## src/rtl/spi_blk_pkg.sv

```systemverilog
package spi_blk_pkg;

    typedef enum logic [1:0] {
        PH_ADDR = 2'd0,
        PH_CMD  = 2'd1,
        PH_DATA = 2'd2
    } phase_t;

    typedef struct packed {
        logic       rd;
        logic [6:0] cnt;
    } cmd_t;

    // Shift one wire bit into a partially assembled byte.
    function automatic logic [7:0] shift_in(input logic [7:0] cur,
                                            input logic       b,
                                            input logic       msb);
        return msb ? {cur[6:0], b} : {b, cur[7:1]};
    endfunction

    // Pick the wire bit at position idx of a byte for the chosen order.
    function automatic logic pick_bit(input logic [7:0] v,
                                      input logic [2:0] idx,
                                      input logic       msb);
        return msb ? v[3'd7 - idx] : v[idx];
    endfunction

endpackage

```

## src/rtl/spi_sclk_edges.sv

```systemverilog
module spi_sclk_edges (
    input  logic clk,
    input  logic rst,
    input  logic sclk,
    output logic rise,
    output logic fall
);
    logic sclk_q;

    always_ff @(posedge clk) begin
        if (rst) sclk_q <= 1'b1;
        else     sclk_q <= sclk;
    end

    assign rise = sclk & ~sclk_q;
    assign fall = ~sclk & sclk_q;
endmodule

```

## src/rtl/spi_bit_shifter.sv

```systemverilog
module spi_bit_shifter
    import spi_blk_pkg::*;
(
    input  logic       clk,
    input  logic       rst,
    input  logic       rise,
    input  logic       sdi,
    input  logic       msb_first,
    output logic [2:0] bit_idx,
    output logic       byte_done,
    output logic [7:0] byte_val
);
    logic [7:0] shreg;

    assign byte_val  = shift_in(shreg, sdi, msb_first);
    assign byte_done = rise && (bit_idx == 3'd7);

    always_ff @(posedge clk) begin
        if (rst) begin
            shreg   <= '0;
            bit_idx <= '0;
        end else if (rise) begin
            shreg   <= byte_val;
            bit_idx <= bit_idx + 3'd1;
        end
    end
endmodule

```

## src/rtl/spi_txn_ctrl.sv

```systemverilog
module spi_txn_ctrl
    import spi_blk_pkg::*;
#(
    parameter int AW = 4
) (
    input  logic          clk,
    input  logic          rst,
    input  logic          byte_done,
    input  logic [7:0]    byte_val,
    output phase_t        phase,
    output logic [AW-1:0] cur_addr,
    output logic          rd_mode,
    output logic          wr_en
);
    cmd_t       cmd_in;
    logic [6:0] remain;

    assign cmd_in = cmd_t'(byte_val);
    assign wr_en  = byte_done && (phase == PH_DATA) && !rd_mode;

    always_ff @(posedge clk) begin
        if (rst) begin
            phase    <= PH_ADDR;
            cur_addr <= '0;
            rd_mode  <= 1'b0;
            remain   <= '0;
        end else if (byte_done) begin
            unique case (phase)
                PH_ADDR: begin
                    cur_addr <= byte_val[AW-1:0];
                    phase    <= PH_CMD;
                end
                PH_CMD: begin
                    rd_mode <= cmd_in.rd;
                    remain  <= cmd_in.cnt;
                    phase   <= (cmd_in.cnt == 7'd0) ? PH_ADDR : PH_DATA;
                end
                PH_DATA: begin
                    cur_addr <= cur_addr + AW'(1);
                    remain   <= remain - 7'd1;
                    if (remain == 7'd1) phase <= PH_ADDR;
                end
                default: phase <= PH_ADDR;
            endcase
        end
    end
endmodule

```

## src/rtl/spi_reg_array.sv

```systemverilog
module spi_reg_array #(
    parameter int DEPTH = 16,
    parameter int AW    = 4
) (
    input  logic          clk,
    input  logic          rst,
    input  logic          wr_en,
    input  logic [AW-1:0] addr,
    input  logic [7:0]    wr_data,
    output logic [7:0]    rd_data
);
    logic [7:0] regs [DEPTH];

    generate
        for (genvar i = 0; i < DEPTH; i++) begin : g_reg
            always_ff @(posedge clk) begin
                if (rst)                                  regs[i] <= 8'h00;
                else if (wr_en && (addr == AW'(i)))       regs[i] <= wr_data;
            end
        end
    endgenerate

    assign rd_data = regs[addr];
endmodule

```

## src/rtl/spi_block_slave.sv

```systemverilog
module spi_block_slave
    import spi_blk_pkg::*;
#(
    parameter int DEPTH = 16,
    localparam int AW   = (DEPTH > 1) ? $clog2(DEPTH) : 1
) (
    input  logic clk,
    input  logic rst,
    input  logic msb_first,
    input  logic cs_n,
    input  logic sclk,
    input  logic sdi,
    output logic sdo,
    output logic sdo_oe
);
    logic          rise, fall;
    logic [2:0]    bit_idx;
    logic          byte_done;
    logic [7:0]    byte_val;
    phase_t        phase;
    logic [AW-1:0] cur_addr;
    logic          rd_mode;
    logic          wr_en;
    logic [7:0]    rd_data;
    logic          sdo_r;

    spi_sclk_edges u_edges (
        .clk (clk), .rst (rst), .sclk (sclk), .rise (rise), .fall (fall)
    );

    spi_bit_shifter u_shift (
        .clk (clk), .rst (rst), .rise (rise), .sdi (sdi),
        .msb_first (msb_first), .bit_idx (bit_idx),
        .byte_done (byte_done), .byte_val (byte_val)
    );

    spi_txn_ctrl #(.AW(AW)) u_ctrl (
        .clk (clk), .rst (rst), .byte_done (byte_done), .byte_val (byte_val),
        .phase (phase), .cur_addr (cur_addr), .rd_mode (rd_mode), .wr_en (wr_en)
    );

    spi_reg_array #(.DEPTH(DEPTH), .AW(AW)) u_regs (
        .clk (clk), .rst (rst), .wr_en (wr_en), .addr (cur_addr),
        .wr_data (byte_val), .rd_data (rd_data)
    );

    // Read data leaves on the falling edge so it is settled for the next rise.
    always_ff @(posedge clk) begin
        if (rst)
            sdo_r <= 1'b0;
        else if (fall && !cs_n && (phase == PH_DATA) && rd_mode)
            sdo_r <= pick_bit(rd_data, bit_idx, msb_first);
    end

    assign sdo_oe = !cs_n && (phase == PH_DATA) && rd_mode;
    assign sdo    = sdo_oe ? sdo_r : 1'b0;
endmodule

```

## config.mk

```make
export PLATFORM = sky130hd
export DESIGN_NAME = spi_block_slave
export DESIGN_NICKNAME = d
export VERILOG_FILES = /design/src/rtl/spi_blk_pkg.sv /design/src/rtl/spi_sclk_edges.sv /design/src/rtl/spi_bit_shifter.sv /design/src/rtl/spi_txn_ctrl.sv /design/src/rtl/spi_reg_array.sv /design/src/rtl/spi_block_slave.sv
export SDC_FILE = /design/constraint.sdc
export NUM_CORES = 1
export LEC_CHECK = 0
export BUFFER_PORTS_ARGS = -buffer_cell sky130_fd_sc_hd__buf_2
export CORE_MARGIN = 2
export CORE_UTILIZATION = 27
export CTS_CLUSTER_DIAMETER = 100
export DETAILED_ROUTE_END_ITERATION = 10
export RECOVER_POWER = 100
export REMOVE_ABC_BUFFERS = 1
export SLEW_MARGIN = 20
export SYNTH_ARGS = -nofsm -noshare
export SYNTH_HDL_FRONTEND = slang
export SYNTH_SLANG_ARGS = --single-unit
```

## constraint.sdc

```tcl
create_clock -name clk -period 6.4 [get_ports clk]
set_clock_uncertainty 0.2 [all_clocks]
set_input_delay 0.32 -clock clk [delete_from_list [all_inputs] [get_ports clk]]
set_output_delay 0.32 -clock clk [all_outputs]
set_load 0.01 [all_outputs]
```

## Yosys cells after proc, flatten, opt, wreduce, memory -nomap -nowiden

Memories as Yosys holds them, arrays and structs flattened. A register that Yosys moved wholly into a read port is not among the register bits.
Cells that the tools add are included.

| storage, ports and cells | value |
|---|---|
| bits in registers | 27 |
| bits in writable memories | 128 |
| input port bits | 6 |
| output and inout bits | 2 |
| logic and storage cells | 170 |
| memories kept | 1 |

Memory list:

| name | depth | bits a word | rd ports | clocked after Yosys merged registers in | write ports | line | RTL |
|---|---|---|---|---|---|---|---|
| u_regs.regs | 16 | 8 | 1 | 1 | 16 | spi_reg_array.sv:12 | `logic [7:0] regs [DEPTH];` |

| cells by class | value |
|---|---|
| add/subtract/negate cells | 4 |
| order comparisons | 2 |
| equal/unequal tests | 20 |
| mux-type cells | 80 |
| bitwise gates (word level) | 20 |
| reduce and logical (&&, ||, !) cells | 35 |

Operators by type and width:

| kind | number |
|---|---|
| $mux W8 | 17 |
| $mux W1 | 54 |
| $eq A4 B4 Y1 const B | 8 |
| $logic_and A1 B1 Y1 | 24 |
| $eq A4 B3 Y1 const B | 4 |
| $or A1 B1 Y1 | 16 |
| $pmux W7 S2 | 1 |
| $eq A4 B2 Y1 const B | 2 |
| $lt A3 B4 Y1 const B | 2 |
| $mux W4 | 2 |
| $pmux W4 S2 | 1 |
| $reduce_and A2 Y1 | 4 |
| $eq A7 B1 Y1 const B | 1 |
| $logic_not A7 Y1 | 1 |
| $sub A7 B1 Y7 const B | 1 |
| $bmux W1 S3 | 2 |
| $pmux W2 S3 | 1 |
| $add A4 B1 Y4 const B | 1 |
| $eq A4 B1 Y1 const B | 1 |
| $logic_not A4 Y1 | 1 |
| $mux W2 | 2 |
| $reduce_bool A2 Y1 | 2 |
| $add A3 B1 Y3 const B | 1 |
| $eq A3 B3 Y1 const B | 1 |
| other kinds (8) | 11 |

## Logic depth before layout (Yosys ltp)

Gate-level depths: netlist of run 1.

| depth | value |
|---|---|
| depth in word-level cells | 10 |
| mapped depth | 10 |
| gate-level depth less buffers | 8 |

## Hierarchy

Synthesis of run 1 repeated with hierarchy kept, for this count alone.

| unflattened totals | value |
|---|---|
| cells, all modules | 571 |
| area, all modules | 7830.0 µm² |

Modules (own cells, without submodules):

| module | times used | cells an instance | area each (µm²) |
|---|---|---|---|
| spi_reg_array | 1 | 384 | 6037.0 |
| spi_txn_ctrl | 1 | 111 | 938.4 |
| spi_bit_shifter | 1 | 48 | 578.1 |
| spi_block_slave | 1 | 24 | 236.5 |
| spi_sclk_edges | 1 | 4 | 40.0 |

## Worst setup path before layout of run 1

Ideal clock, no wire load.

| timing path | value |
|---|---|
| path type | flip-flop to flip-flop |
| from | reg u_ctrl.phase[0] |
| to | mem u_regs.regs[12][0], enable pin |
| data arrival time | 1.903 ns |
| data required time | 5.825 ns |
| slack | 3.922 ns |
| stages on the path, launching flop included | 8 |
| path buffers | 1 |
| cell sequence | dfxtp_1 inv_1 ha_1 clkbuf_1 inv_1 nor3_1 nand2_1 o21bai_1 |

RTL lines:

| what | line | RTL |
|---|---|---|
| start: declaration | spi_txn_ctrl.sv:10 | `output phase_t phase,` |
| start signal: assignment | spi_txn_ctrl.sv:36 | `phase <= (cmd_in.cnt == 7'd0) ? PH_ADDR : PH_DATA;` |
| end: declaration | spi_reg_array.sv:12 |  |

==> metrics.cfg, run 1 <==
[run_status]
outcome = complete, but fails checks
violations = max-capacitance violations, max-slew violations

[power]
power.leakage_nw = 2.61
clkPwrFrac = 0.412
p_switching_mw = 0.473
internal_power_mw = 1.69
vdd_ir_drop_max_uv = 142
p_sw_frac = 0.219
power.density_mw_per_mm2 = 258
combPwrFrac = 0.046
pwr-share-seq = 0.543

[setup_path]
cp-start-kind = input pin
cp.required_ns = 6.24
critPathKind = in2reg
crit_path_end_kind = register
crit_arrival_ns = 3.74
crit_fanout = 22

[yosys]
synth_edf_count = 128
synthTopCellsByArea = edfxtp_1 52%, nor2_1 8.5%, dfxtp_1 8.3%
netlist_area_mm2 = 0.00746
synth_ff_type = edfxtp_1
syn_inst = 621
async_flop_share = 0
yosys_warnings = 0
avgSynthCellArea_um2 = 12.0
synth_seq_area_share = 0.599
synth_top_area_frac = 0.515
ys_ff_latch = 159
yosysUniqueCellTypes = 54
synth_largest_area_cell = edfxtp_1

[sta]
max_slew_margin = -0.191
max_freq_mhz = 256
setup_viol = 0
hold_violations = 0
fin_ws_ns = 2.50
tightest_slew_ns = 1.78
rsz0062_at_grt = no
hold_ws_ns = 0.0639
slew_violations = 37
fin_setup_tns_ns = 0
min_period_over_period = 0.610
layout_min_cycle_time_ns = 3.90

[floorplanning]
die_h_um = 170
die_w_um = 170
fp.coreArea_mm2 = 0.0270
initial_core_util = 0.276
rows = 60
ioPinCount = 8
die_area_mm2 = 0.0290

[drt]
drc = 0
vias_per_cell = 4.90
drt_iter0_drc = 458
drt_pass1_iterations = 7
routed_wl_mm = 17.7
wl_per_cell_um = 18.1
vias = 4790
postRouteAntennaNets = 0

[cts]
cts_resized = 0
post-cts-setup-buffers = 0
cts_tree = done
htreeDepth = 4
clock-sinks = 159
clkLatencyLatePin_ns = 0.42
path_clk_slew_ns = 0.06
ctsHoldBuffers = 1
clk_path_buf_depth = 2
root_buffer = clkbuf_16
cts_buffers = 17

[cells_and_area]
area_delta_synth_final_pct = 12.1
fill_cells = 2708
multiInputGateArea_mm2 = 0.00279
seq_area_mm2 = 0.00446
drive_above_1_share = 0.118
fin_nets = 641
diodes = 0
final_area_mm2 = 0.00836

[grt]
grt_pass1_vias = 4664
antenna_found_initial = 0
gr-total-overflow = 0
track_usage = 0.127
grt_first_pass_wirelength_mm = 27.1
grt_max_degree = 48

[place]
dp_hpwl_mm = 11.5
port_buffers = 7
place_congestion = 0.781
placed_area_mm2 = 0.00785
pre_cts_slack_ns = 2.96

[job]
cap_violations = 1

[worst_hold_path]
min_path_type = in2reg

## per-stage QoR
| step | std cells | total power [mW] | util |
|---|---|---|---|
| floorplan | 585 | 1.24 | - |
| global placement | 944 | 1.29 | 0.290 |
| detailed placement | 944 | 1.29 | 0.290 |
| CTS | 977 | 2.17 | 0.310 |
| global route | 977 | 2.23 | 0.309 |
| finish | 977 | 2.16 | 0.309 |
## routing by layer
| layer | wire (um) | global-route usage |
|---|---|---|
| met1 | 8050 | 0.173 |
| met2 | 8380 | 0.201 |
| met3 | 1070 | 0.0328 |
| met4 | 199 | 0.0331 |
| met5 | 0 | 0 |
## worst max-delay path, stage by stage
cell and delay [ns]:
dlygate4sd3_1 0.52, clkbuf_1 0.12, nor2b_1 0.14, clkbuf_1 0.68, nand2_1 0.37, nor3_1 0.60
nand2_1 0.22, o21bai_1 0.76
## sequential cells by signal, summed over array words and instances (netlist names), named ones only
signal           cells
sdo_r                1
u_edges.sclk_q       1
u_ctrl.phase         2
u_shift.bit_idx      3
u_ctrl.rd_mode       1
u_ctrl.remain        7
u_shift.shreg        8
u_ctrl.cur_addr      4
u_regs.regs        128
## layout by cell type, fill, tap and decap left out, types with 11 or more instances in the layout
master,netlist,layout
ha_1,12,12
inv_1,14,14
edfxtp_1,128,128
o21bai_1,12,12
o21ai_0,13,13
nor2b_1,11,11
dfxtp_1,31,31
clkbuf_16,0,17
nor2_1,168,168
mux4_2,17,17
nand2_1,33,33
a211oi_1,11,11
a21oi_1,20,20
## layout make-up
type,instances,share of cell area
clock buffers,24,0.0552
clock inverters,8,0.00554
inverters,14,0.00629
multi-input cells,412,0.333
flip-flops and latches,159,0.534
well taps,341,0.0510
repair buffers,19,0.0145
## synth_stat cells, types with 4 or more instances
master,number
o21bai_1,12
nand2b_1,7
dfxtp_1,31
o22ai_1,5
a21oi_1,20
o21ai_0,13
ha_1,12
nand3_1,9
buf_4,5
nor3_1,6
mux4_2,17
nand2_1,33
mux2i_1,18
nor2b_1,11
edfxtp_1,128
buf_2,4
nor2_1,168
a22oi_1,8
clkbuf_1,22
mux2_2,5
a211oi_1,11
a21o_1,5
and2_1,8
mux4_1,9
inv_1,14
## path summary, 6_finish.rpt
check                                    end  slack (ns)                           from  depth (start not counted)
max          u_regs.regs[9][4]$_SDFFCE_PN0P_        2.50                           sclk                          8
min                       sdo_r$_SDFFE_PP0P_        0.06                           cs_n                          5
max reg2reg               sdo_r$_SDFFE_PP0P_        2.75                       register                          7
min reg2reg    u_shift.shreg[7]$_SDFFE_PP0P_        0.31  u_shift.shreg[7]$_SDFFE_PP0P_                          2
## cell families after synthesis
| group | synth area share |
|---|---|
| buffers and inverters | 0.0330 |
| AO/OA/AOI/OAI | 0.0854 |
| XOR/XNOR | 0.00117 |
| AND/OR/NAND/NOR | 0.147 |
| flip-flops | 0.599 |
| adder cells (fa/ha/maj) | 0.0201 |
| multiplexers | 0.115 |
## power by group through the flow
stage | clock (mW) | combinational [mW] | sequential, mW
after CTS | 0.902 | 0.0993 | 1.17
after global routing | 0.946 | 0.106 | 1.18
after global placement | 0 | 0.0980 | 1.19
after detailed placement | 0 | 0.0986 | 1.19
after floorplan | 0 | 0.0554 | 1.18
final | 0.889 | 0.0985 | 1.17
No activity file was read; power rests on OpenSTA's default activity.
==> inputs of run 2 (changes only) <==
==> constraint.sdc (replaced) <==
create_clock -name clk -period 3.4 [get_ports clk]
set_clock_uncertainty 0.2 [all_clocks]
set_input_delay 0.17 -clock clk [delete_from_list [all_inputs] [get_ports clk]]
set_output_delay 0.17 -clock clk [all_outputs]
set_load 0.01 [all_outputs]
==> run 2 against run 1 <==
The flow now finishes without violations; combinational power up 100%; hold slack better by 0.098 ns; largest power group unchanged; wire length up 8.2%; non-clock buffer count up 24.
==> metrics.cfg, run 2 (same netlist as run 1, synthesis figures left out) <==
[floorplanning]
rows = 60  ; unchanged
die_area_mm2 = 0.0290  ; unchanged
die_h_um = 170  ; unchanged
initial_core_util = 0.276  ; unchanged
fp.coreArea_mm2 = 0.0270  ; unchanged
ioPinCount = 8  ; unchanged
die_w_um = 170  ; unchanged

[sta]
min_period_over_period = 0.892
fin_setup_tns_ns = 0  ; unchanged
max_freq_mhz = 330
tightest_slew_ns = 1.23  ; was 1.78 ns
setup_viol = 0  ; unchanged
layout_min_cycle_time_ns = 3.03
hold_violations = 0  ; unchanged
max_slew_margin = 0.160  ; was -0.191
rsz0062_at_grt = no  ; unchanged
slew_violations = 0  ; was 37

[setup_path]
crit_chain = ha_1, ha_1, nand2_1, nor3_1, clkbuf_1, nand2_1, o21bai_1, clkbuf_1  ; was dlygate4sd3_1, clkbuf_1, nor2b_1, clkbuf_1, nand2_1, nor3_1, nand2_1, o21bai_1
cp-start-kind = register  ; was input pin
crit_path_end_kind = register  ; unchanged
cp_num_buf_inv = 2  ; was 3
critPathKind = reg2reg  ; was in2reg
slowest_delay_ns = 0.59  ; was 0.76 ns
crit_arrival_ns = 2.88  ; was 3.74 ns
path_delay_family = buffers and inverters  ; was simple AND/OR/NAND/NOR gates
cp_slowest_cell = dfxtp_1  ; was o21bai_1
crit_fanout = 13  ; was 22
cp.required_ns = 3.25  ; was 6.24 ns

[cts]
cts_tree = done  ; unchanged
path_clk_slew_ns = 0.06  ; about the same
clkLatencyLatePin_ns = 0.42  ; about the same
htreeDepth = 4  ; unchanged
clock-sinks = 159  ; unchanged
clk_path_buf_depth = 2  ; unchanged
root_buffer = clkbuf_16  ; unchanged
post-cts-setup-buffers = 0  ; unchanged
cts_buffers = 17  ; unchanged

[drt]
drt_pass1_iterations = 5  ; was 7
vias = 5028  ; was 4790
wl_per_cell_um = 19.1  ; was 18.1 um
routed_wl_mm = 19.1  ; was 17.7 mm
drt_iter0_drc = 508  ; was 458
vias_per_cell = 5.02  ; was 4.90
postRouteAntennaNets = 0  ; unchanged
drc = 0  ; unchanged

[cells_and_area]
diodes = 0  ; unchanged
final_area_mm2 = 0.00852  ; was 0.00836 mm2
area_delta_synth_final_pct = 14.3  ; was 12.1%
fill_cells = 2757  ; was 2708
drive_above_1_share = 0.129  ; was 0.118
mostFrequentLayoutCell = nor2_1  ; unchanged
regMostFlops = u_regs.regs  ; unchanged
layout_common_cells = 168 x nor2_1, 128 x edfxtp_1, 33 x nand2_1  ; unchanged
fin_nets = 665  ; was 641
final_util = 0.315  ; was 0.309
largest_register_ffs = 128  ; unchanged
top_regs = u_regs.regs: 128 flops, u_shift.shreg: 8 flops, u_ctrl.remain: 7 flops  ; unchanged

[grt]
grt_pass1_vias = 4921  ; was 4664
track_usage = 0.138  ; was 0.127
grt_max_degree = 48  ; unchanged
antenna_found_initial = 0  ; unchanged
grt_first_pass_wirelength_mm = 29.4  ; was 27.1 mm
gr-total-overflow = 0  ; unchanged

[place]
place_congestion = 0.842  ; was 0.781
port_buffers = 7  ; unchanged
placed_area_mm2 = 0.00801  ; was 0.00785 mm2
dp_hpwl_mm = 13.4  ; was 11.5 mm

[power]
power.leakage_nw = 2.72  ; was 2.61 nW
vdd_ir_drop_max_uv = 354  ; was 142 uV
power.density_mw_per_mm2 = 500  ; was 258 mW/mm2

[run_status]
outcome = completed  ; was complete, but fails checks

[job]
cap_violations = 0  ; was 1

[worst_hold_path]
min_path_type = in2reg  ; unchanged

[run 2: repair_timing]
action                                 in CTS  in global routing
hold buffers                                2                  0
endpoints found under the hold margin       2                  0
gates resized for setup                     0                  0
[run 2: layout make-up]
type | count | area (um2) | share of cell area
flip-flops and latches | 159 | 4470 | 0.524
multi-input cells | 412 | 2760 | 0.324
clock buffers | 18 | 429 | 0.0504
well taps | 341 | 427 | 0.0501
repair buffers | 43 | 243 | 0.0285
clock inverters | 14 | 144 | 0.0169
inverters | 14 | 52.6 | 0.00617
[run 2: stage by stage]
stage	setup slack (ns)	std cells	power [mW]	hold slack, ns
finish	0.368	1001	4.26	0.162
global route	0.192	1001	4.38	0.192
CTS	0.619	1001	4.29	0.159
detailed placement	0.631	967	2.45	0.208
global placement	0.628	967	2.44	0.204
floorplan	0.408	585	2.33	0.0391
[run 2: where the power goes]
group	leakage, nW	internal [mW]	total [mW]	switching [mW]
logic	0.948	0.0606	0.197	0.136
registers	1.50	2.17	2.20	0.0307
clock network	0.270	1.08	1.86	0.780
total	2.72	3.31	4.26	0.946
[run 2: worst paths after layout]
kind / from / endpoint / slack, ns / cells after the start
worst max-delay path: u_shift.bit_idx[0]$_SDFFE_PP0P_ / u_regs.regs[5][4]$_SDFFCE_PN0P_ / 0.37 / 8
worst min-delay path: rst / u_ctrl.remain[6]$_SDFFE_PP0P_ / 0.16 / 2
worst max register to register: u_shift.bit_idx[0]$_SDFFE_PP0P_ / u_regs.regs[5][4]$_SDFFCE_PN0P_ / 0.37 / 8
worst min register to register: u_ctrl.remain[5]$_SDFFE_PP0P_ / u_ctrl.remain[5]$_SDFFE_PP0P_ / 0.32 / 2
[run 2: metal layers]
metal,track usage,wire [um],vias to the layer above,share of wire
met2,0.213,8990,140,0.47
li1,-,-,2327,-
met4,0.0401,286,0,0.015
met3,0.0337,957,20,0.050
met1,0.192,8910,2541,0.47
met5,0,0,-,0
==> inputs of run 3 (changes only) <==
--- a/config.mk
+++ b/config.mk
@@ -5,11 +5,12 @@
 export SDC_FILE = /design/constraint.sdc
 export NUM_CORES = 1
 export LEC_CHECK = 0
-export BUFFER_PORTS_ARGS = -buffer_cell sky130_fd_sc_hd__buf_2
+export BUFFER_PORTS_ARGS = -buffer_cell sky130_fd_sc_hd__buf_4
 export CORE_MARGIN = 2
 export CORE_UTILIZATION = 27
 export CTS_CLUSTER_DIAMETER = 100
 export DETAILED_ROUTE_END_ITERATION = 10
+export PLACE_DENSITY = 0.53
 export RECOVER_POWER = 100
 export REMOVE_ABC_BUFFERS = 1
 export SLEW_MARGIN = 20
==> run 3 against run 2 <==
Fmax grew 3.3%; clock power is essentially flat; global-route usage grew 0.34 points; non-clock buffer count grew 2; hold slack lost 0.073 ns; critical path depth is the same; combinational power grew 4%; register-to-register slack gained 0.096 ns; sequential share of layout area shrank 0.18 points; critical path type unchanged; critical endpoint is now u_regs.regs[15][2]$_SDFFCE_PN0P_.
==> metrics.cfg, run 3 (same netlist as run 1, synthesis figures left out) <==
[run_status]
outcome = completed  ; unchanged

[setup_path]
cp-start-kind = register  ; unchanged
slowest_delay_ns = 0.54  ; was 0.59 ns
r2r_slack_ns = 0.46  ; was 0.37 ns
crit_path_end_kind = register  ; unchanged
critPathKind = reg2reg  ; unchanged
crit_arrival_ns = 2.79  ; was 2.88 ns
cp_slowest_cell = dfxtp_1  ; unchanged
crit_chain = ha_1, ha_1, nand2_1, nor3_1, clkbuf_1, nand2_1, o21bai_1, clkbuf_1  ; unchanged
crit_fanout = 11  ; was 13
cp.required_ns = 3.26  ; was 3.25 ns

[sta]
layout_min_cycle_time_ns = 2.94  ; was 3.03 ns
max_freq_mhz = 341  ; was 330 MHz
fin_ws_ns = 0.464  ; was 0.368 ns
slew_violations = 0  ; unchanged
hold_violations = 0  ; unchanged
fin_setup_tns_ns = 0  ; unchanged
max_slew_margin = 0.175  ; was 0.160
min_period_over_period = 0.863  ; was 0.892
tightest_slew_ns = 1.24  ; was 1.23 ns
rsz0062_at_grt = no  ; unchanged
setup_viol = 0  ; unchanged

[cts]
ctsHoldBuffers = 3  ; was 2
root_buffer = clkbuf_16  ; unchanged
cts_resized = 0  ; unchanged
post-cts-setup-buffers = 0  ; unchanged
cts_buffers = 17  ; unchanged
cts_tree = done  ; unchanged
htreeDepth = 4  ; unchanged
clkLatencyLatePin_ns = 0.43  ; was 0.42 ns
clock-sinks = 159  ; unchanged
path_clk_slew_ns = 0.06  ; about the same
clk_path_buf_depth = 2  ; unchanged

[drt]
drt_pass1_iterations = 5  ; unchanged
postRouteAntennaNets = 0  ; unchanged
wl_per_cell_um = 19.2  ; was 19.1 um
drc = 0  ; unchanged
routed_wl_mm = 19.3  ; was 19.1 mm
vias = 4997  ; was 5028
drt_iter0_drc = 479  ; was 508
vias_per_cell = 4.98  ; was 5.02

[grt]
grt_max_degree = 48  ; unchanged
grt_pass1_vias = 4826  ; was 4921
track_usage = 0.141  ; was 0.138
gr-total-overflow = 0  ; unchanged
antenna_found_initial = 0  ; unchanged
grt_first_pass_wirelength_mm = 30.1  ; was 29.4 mm

[cells_and_area]
layout_common_cells = 168 x nor2_1, 128 x edfxtp_1, 33 x nand2_1  ; unchanged
fill_cells = 2729  ; was 2757
drive_above_1_share = 0.128  ; was 0.129
top_regs = u_regs.regs: 128 flops, u_shift.shreg: 8 flops, u_ctrl.remain: 7 flops  ; unchanged
diodes = 0  ; unchanged
mostFrequentLayoutCell = nor2_1  ; unchanged
regMostFlops = u_regs.regs  ; unchanged
fin_nets = 667  ; was 665
area_delta_synth_final_pct = 14.7  ; was 14.3%
largest_register_ffs = 128  ; unchanged
final_area_mm2 = 0.00855  ; was 0.00852 mm2

[power]
power.density_mw_per_mm2 = 500  ; about the same
p_switching_mw = 0.963  ; was 0.946 mW
power.leakage_nw = 2.73  ; was 2.72 nW
pwr-share-seq = 0.514  ; was 0.517
vdd_ir_drop_max_uv = 352  ; was 354 uV
internal_power_mw = 3.32  ; was 3.31 mW
fin_total_pwr_mw = 4.28  ; was 4.26 mW
p_sw_frac = 0.225  ; was 0.222
combPwrFrac = 0.048  ; was 0.046
clkPwrFrac = 0.439  ; was 0.437

[floorplanning]
initial_core_util = 0.276  ; unchanged
fp.coreArea_mm2 = 0.0270  ; unchanged
rows = 60  ; unchanged
die_area_mm2 = 0.0290  ; unchanged
die_h_um = 170  ; unchanged
die_w_um = 170  ; unchanged
ioPinCount = 8  ; unchanged

[place]
pre_cts_slack_ns = 0.649  ; was 0.631 ns
placed_area_mm2 = 0.00804  ; was 0.00801 mm2
port_buffers = 7  ; unchanged
dp_hpwl_mm = 13.3  ; was 13.4 mm
place_congestion = 0.885  ; was 0.842

[job]
cap_violations = 0  ; unchanged

[worst_hold_path]
min_path_type = in2reg  ; unchanged

==> run 3: power groups by stage <==
stage | clock network [mW] | logic, mW | registers (mW)
after floorplan | 0 | 0.104 | 2.23
after global placement | 0 | 0.215 | 2.24
after detailed placement | 0 | 0.215 | 2.24
after CTS | 1.91 | 0.218 | 2.20
after global routing | 1.99 | 0.221 | 2.20
final | 1.88 | 0.204 | 2.20
==> run 3: path summary, 6_finish.rpt <==
check	startpoint	endpoint	depth (start not counted)
worst min-delay path	msb_first	sdo_r$_SDFFE_PP0P_	3
worst max-delay path	u_shift.bit_idx[1]$_SDFFE_PP0P_	u_regs.regs[15][2]$_SDFFCE_PN0P_	8
worst min register to register	u_ctrl.remain[5]$_SDFFE_PP0P_	u_ctrl.remain[5]$_SDFFE_PP0P_	2
worst max register to register	u_shift.bit_idx[1]$_SDFFE_PP0P_	u_regs.regs[15][2]$_SDFFCE_PN0P_	8
==> run 3: layout make-up <==
cell class	count	area [um2]	share of cell area
Sequential cell	159	4470	0.522
Multi-Input combinational cell	412	2760	0.323
Clock buffer	19	433	0.0506
Tap cell	341	427	0.0499
Timing Repair Buffer	45	278	0.0325
Clock inverter	13	139	0.0162
Inverter	14	52.6	0.00614
==> run 3: worst max-delay path: cells and delay by family (launching register included) <==
family | cells | cell delay [ns]
fa+ha+maj | 2 | 0.37
flops | 1 | 0.54
buf+inv | 2 | 0.78
simple gates | 3 | 0.50
compound gates | 1 | 0.18
==> run 3: per-layer routing <==
layer | global-route usage | share of wire
met2 | 0.203 | 0.44
met4 | 0.0442 | 0.021
met5 | 0 | 0
met1 | 0.205 | 0.48
met3 | 0.0388 | 0.063
==> run 3: through the flow <==
| stage | instances | hold slack (ns) | util |
|---|---|---|---|
| 6_report | 1003 | 0.0885 | 0.317 |
| 5_1_grt | 1003 | 0.123 | 0.317 |
| 4_1_cts | 1003 | 0.0864 | 0.320 |
| 3_5_place_dp | 968 | 0.211 | 0.297 |
| 3_3_place_gp | 968 | 0.211 | 0.297 |
| 2_1_floorplan | 585 | 0.0391 | - |
